`src/rtl/toggle_poll_ctrl.sv`:
```
module toggle_poll_ctrl #(
  parameter int AW        = 16,
  parameter int DW        = 8,
  parameter int TOG_BIT   = 6,
  parameter int TMO_BIT   = 5,
  parameter int MAX_POLLS = 1024
) (
  input  logic          clk,
  input  logic          rst_n,
  input  logic          start,
  input  logic          pause,
  input  logic [AW-1:0] poll_addr,
  input  logic [DW-1:0] rst_cmd,
  output logic          bus_req,
  output logic          bus_we,
  output logic [AW-1:0] bus_addr,
  output logic [DW-1:0] bus_wdata,
  input  logic [DW-1:0] bus_rdata,
  input  logic          bus_ack,
  output logic          busy,
  output logic          done,
  output logic          error
);
  localparam int IW = $clog2(MAX_POLLS + 1);

  typedef enum logic [2:0] {
    S_IDLE, S_RD1, S_RD2, S_CHK1, S_CHK2, S_RST, S_HOLD
  } st_t;

  st_t           st;
  logic          first_tog;
  logic [IW-1:0] iter;

  wire rd_st = (st == S_RD1) || (st == S_RD2) || (st == S_CHK1) || (st == S_CHK2);
  wire same  = bus_rdata[TOG_BIT] == first_tog;

  assign bus_req   = rd_st || (st == S_RST);
  assign bus_we    = (st == S_RST);
  assign bus_addr  = poll_addr;
  assign bus_wdata = rst_cmd;
  assign busy      = (st != S_IDLE);

  always_ff @(posedge clk or negedge rst_n) begin
    if (!rst_n) begin
      st        <= S_IDLE;
      first_tog <= 1'b0;
      iter      <= '0;
      done      <= 1'b0;
      error     <= 1'b0;
    end else begin
      done  <= 1'b0;
      error <= 1'b0;
      case (st)
        S_IDLE: if (start) begin
          st   <= S_RD1;
          iter <= '0;
        end
        S_RD1, S_CHK1: begin
          if (bus_ack) begin
            first_tog <= bus_rdata[TOG_BIT];
            st        <= (st == S_RD1) ? S_RD2 : S_CHK2;
          end else if (pause) st <= S_HOLD;
        end
        S_RD2: begin
          if (bus_ack) begin
            if (same) begin
              done <= 1'b1;
              st   <= S_IDLE;
            end else if (bus_rdata[TMO_BIT]) st <= S_CHK1;
            else if (iter == IW'(MAX_POLLS - 1)) st <= S_RST;
            else begin
              iter <= iter + 1'b1;
              st   <= S_RD1;
            end
          end else if (pause) st <= S_HOLD;
        end
        S_CHK2: begin
          if (bus_ack) begin
            if (same) begin
              done <= 1'b1;
              st   <= S_IDLE;
            end else st <= S_RST;
          end else if (pause) st <= S_HOLD;
        end
        S_RST: if (bus_ack) begin
          done  <= 1'b1;
          error <= 1'b1;
          st    <= S_IDLE;
        end
        S_HOLD: if (!pause) st <= S_RD1;
        default: st <= S_IDLE;
      endcase
    end
  end

  p_req_hold_r1: assert property (@(posedge clk) disable iff (!rst_n)
    (bus_req && !bus_ack && (bus_we || !pause)) |=> (bus_req && $stable(bus_we) && $stable(bus_addr)));
  p_err_after_write_r5: assert property (@(posedge clk) disable iff (!rst_n)
    error |-> $past(bus_req && bus_we && bus_ack));
  p_err_with_done_r5: assert property (@(posedge clk) disable iff (!rst_n)
    error |-> done);
  p_done_pulse_r7: assert property (@(posedge clk) disable iff (!rst_n)
    done |=> !done);
  p_done_ends_busy_r7: assert property (@(posedge clk) disable iff (!rst_n)
    done |-> (!busy && $past(busy)));
  p_idle_quiet_r8: assert property (@(posedge clk) disable iff (!rst_n)
    !busy |-> !bus_req);
endmodule

```
`config.mk`:
```
export PLATFORM = sky130hd
export DESIGN_NAME = toggle_poll_ctrl
export DESIGN_NICKNAME = d
export VERILOG_FILES = /design/src/rtl/toggle_poll_ctrl.sv
export SDC_FILE = /design/constraint.sdc
export NUM_CORES = 1
export LEC_CHECK = 0
export ABC_AREA = 1
export BUFFER_PORTS_ARGS = -buffer_cell sky130_fd_sc_hd__buf_2
export CAP_MARGIN = 20
export CORE_UTILIZATION = 30
export CTS_BUF_LIST = sky130_fd_sc_hd__clkbuf_8
export CTS_CLUSTER_SIZE = 14
export DETAILED_ROUTE_END_ITERATION = 10
export PLACE_DENSITY_LB_ADDON = 0.05
export SYNTH_ARGS = -nofsm -noshare
export SYNTH_HDL_FRONTEND = slang
export SYNTH_SLANG_ARGS = --single-unit
```
`constraint.sdc`:
```
create_clock -name clk -period 3.68 [get_ports clk]
set_input_delay 0.368 -clock clk [delete_from_list [all_inputs] [get_ports clk]]
set_output_delay 0.368 -clock clk [all_outputs]
set_load 0.05 [all_outputs]
```
==> flow_metrics.tcl <==
set metrics [dict create \
    synth.distinct_cells 31 \
    hold_violations 0 \
    worstSetupStartpointType "register" \
    avgSynthCellArea_um2 7.671 \
    cts_tree "yes" \
    layout_common_cells "50 x nand2_1, 17 x dfrtp_1, 15 x nor2_1" \
    leakagePower_nw 0.6359 \
    area_growth_pct -3.476 \
    cts_resized 0 \
    vias 1039 \
    ant_nets 0 \
    grt-ovfl-total 0 \
    ir_drop_uv 337.9 \
    powerDensity_mw_per_mm2 663.2 \
    grt_first_pass_wirelength_um 4905 \
    fillers 500 \
    syn_nets 221 \
    drcViolationCount 0 \
    coreArea_mm2 0.004414 \
    insertion_delay_ns 0.26 \
    syn_area_mm2 0.001404 \
    max_freq_mhz 541.2 \
    grt_max_degree 20 \
    layout-drive-gt1-share_pct 25.00 \
    gp_congestion 0.8435 \
    cts-htree-levels 1 \
    report.final.slew_viol_count 0 \
    setup_viol 0 \
    relSlewSlack_pct 72.99 \
    clock_skew_ns 0.007674 \
    routed_wl_um 2827 \
    via_per_inst 4.638 \
    yosys_warnings 0 \
    drt_iter0_markers 19 \
    period_share_pct 50.21 \
    endpoint_kind "primary output" \
    track_usage_pct 12.58 \
    start_util_pct 31.80 \
    nNetsFinal 211 \
    rsz0062_at_grt "no" \
    stdcell_area_mm2 0.001355 \
    ys_seq_area_share_pct 30.30 \
    num_rows 24 \
    synthCells 183 \
    status "completed" \
    synth_seq_cells 17 \
    worstMarginPinSlew_ns 0.4052 \
    drt_pre_antenna_iters 4 \
    tns_ns 0 \
    hp-class "input port to asynchronous set/reset pin" \
    postLayoutCoreUtil_pct 30.70 \
    first_global_vias 1046 \
    clk_pin_slew_ns 0.07 \
    num_io_pins 66 \
    cts.sinks 17 \
    clk_path_buf_depth 2 \
    die_w_um 70.41 \
    critPathMaxFanout 6 \
    maxCapViolCount 0 \
    crit_type "register to primary output" \
    finalCriticalPeriod_ns 1.848 \
    worstPathArrival_ns 1.48 \
    hpwlAfterDp_um 2171 \
    final_common_cell "nand2_1" \
    cp.required_ns 3.31 \
    cts_setup_buffers 0 \
    root_buffer "clkbuf_8" \
    placed_area_mm2 0.001309 \
    fp.dieH_um 70.41 \
    antenna_found_initial 0 \
    die_area_mm2 0.004957 \
    cts_hold_buf 0 \
    io_buffers 11 \
    antenna_cells 0 \
    cts_buffers 3 \
    post_drt_wl_per_cell_um 12.62 \
]
-- worst paths after layout --
| kind | start | end | slack [ns] | depth (start not counted) |
|---|---|---|---|---|
| worst max-delay path | st[2] | bus_req | 1.83 | 5 |
| worst min-delay path | rst_n | error | 0.03 | 1 |
| worst max register to register | st[0] | iter[5] | 1.96 | 10 |
| worst min register to register | first_tog | first_tog | 0.51 | 1 |
| max in group asynchronous | rst_n | iter[8] | 3.36 | 1 |
| min in group clk | bus_rdata[6] | first_tog | 0.36 | 2 |
-- through the flow --
stage / setup WS [ns] / std cells / total power, mW / hold WS, ns
floorplan: 1.562 / 183 / 0.7805 / 0.07241
global placement: 1.956 / 220 / 0.7672 / 0.3308
detailed placement: 1.947 / 220 / 0.7668 / 0.3334
CTS: 1.797 / 224 / 0.9187 / 0.04855
global route: 1.705 / 224 / 0.9816 / 0.06380
finish: 1.832 / 224 / 0.8987 / 0.03111
-- Yosys cell counts --
master | count | share of area, %
a21oi_1 | 3 | 1.1
a31o_1 | 1 | 0.62
buf_12 | 1 | 1.4
buf_4 | 24 | 13
buf_8 | 1 | 1.1
dfrtp_1 | 17 | 30
ha_1 | 1 | 0.89
inv_1 | 13 | 3.5
inv_2 | 4 | 1.1
mux2_1 | 1 | 0.80
nand2_1 | 50 | 13
nand2_2 | 8 | 3.6
nand2_4 | 3 | 2.4
nand2_8 | 1 | 1.4
nand3_1 | 8 | 2.9
nand3_2 | 1 | 0.71
nand3b_1 | 1 | 0.53
nand4_1 | 4 | 1.8
nor2_1 | 15 | 4.0
nor2_2 | 1 | 0.45
nor2_4 | 2 | 1.6
nor2_8 | 1 | 1.4
nor3_1 | 1 | 0.36
nor3_2 | 1 | 0.71
o211ai_1 | 2 | 1.1
o21ai_0 | 1 | 0.36
o21ai_1 | 1 | 0.36
o21ai_2 | 6 | 3.7
o21bai_1 | 2 | 1.1
or2_1 | 2 | 0.89
xor2_1 | 6 | 3.7
-- logic make-up after synthesis --
kind of cell	count (synthesis)	synth area share [%]
AND/OR/NAND/NOR	99	36.10
buffers and inverters	43	19.87
flip-flops	17	30.30
AO/OA/AOI/OAI	16	8.287
XOR/XNOR	6	3.743
multiplexers	1	0.8021
adder cells (fa/ha/maj)	1	0.8911
-- worst max-delay path: stages (launching register included) --
cell	delay [ns]
dfrtp_1	0.50
inv_2	0.11
nor3_2	0.18
inv_1	0.09
nand3_1	0.08
buf_2	0.26
-- routing by layer --
layer	track usage, %	share of wire (%)	up-vias
met5	0	0	-
met4	7.333	5.2	0
met3	3.463	6.1	36
met2	19.89	44	21
met1	15.13	45	448
li1	-	-	534
-- report_power, final --
group          leakage, nW  total, mW  internal (mW)  switching [mW]
sequential           0.230      0.250          0.217          0.0337
clock               0.0255      0.145         0.0752          0.0693
combinational        0.380      0.504          0.138           0.366
total                0.636      0.899          0.430           0.469
-- layout make-up --
type,instances,area [um^2],share of cell area (%)
well taps,52,65.06,4.801
multi-input cells,123,699.4,51.62
inverters,17,63.81,4.709
clock buffers,3,41.29,3.047
repair buffers,11,55.05,4.063
flip-flops and latches,17,425.4,31.39
clock inverters,1,5.005,0.3693
-- registers in the layout, summed over array words and instances (netlist names) --
signal and cells:
iter 11, st 3, error 1, first_tog 1, done 1
Note: power is estimated with default switching activity, not from simulation.
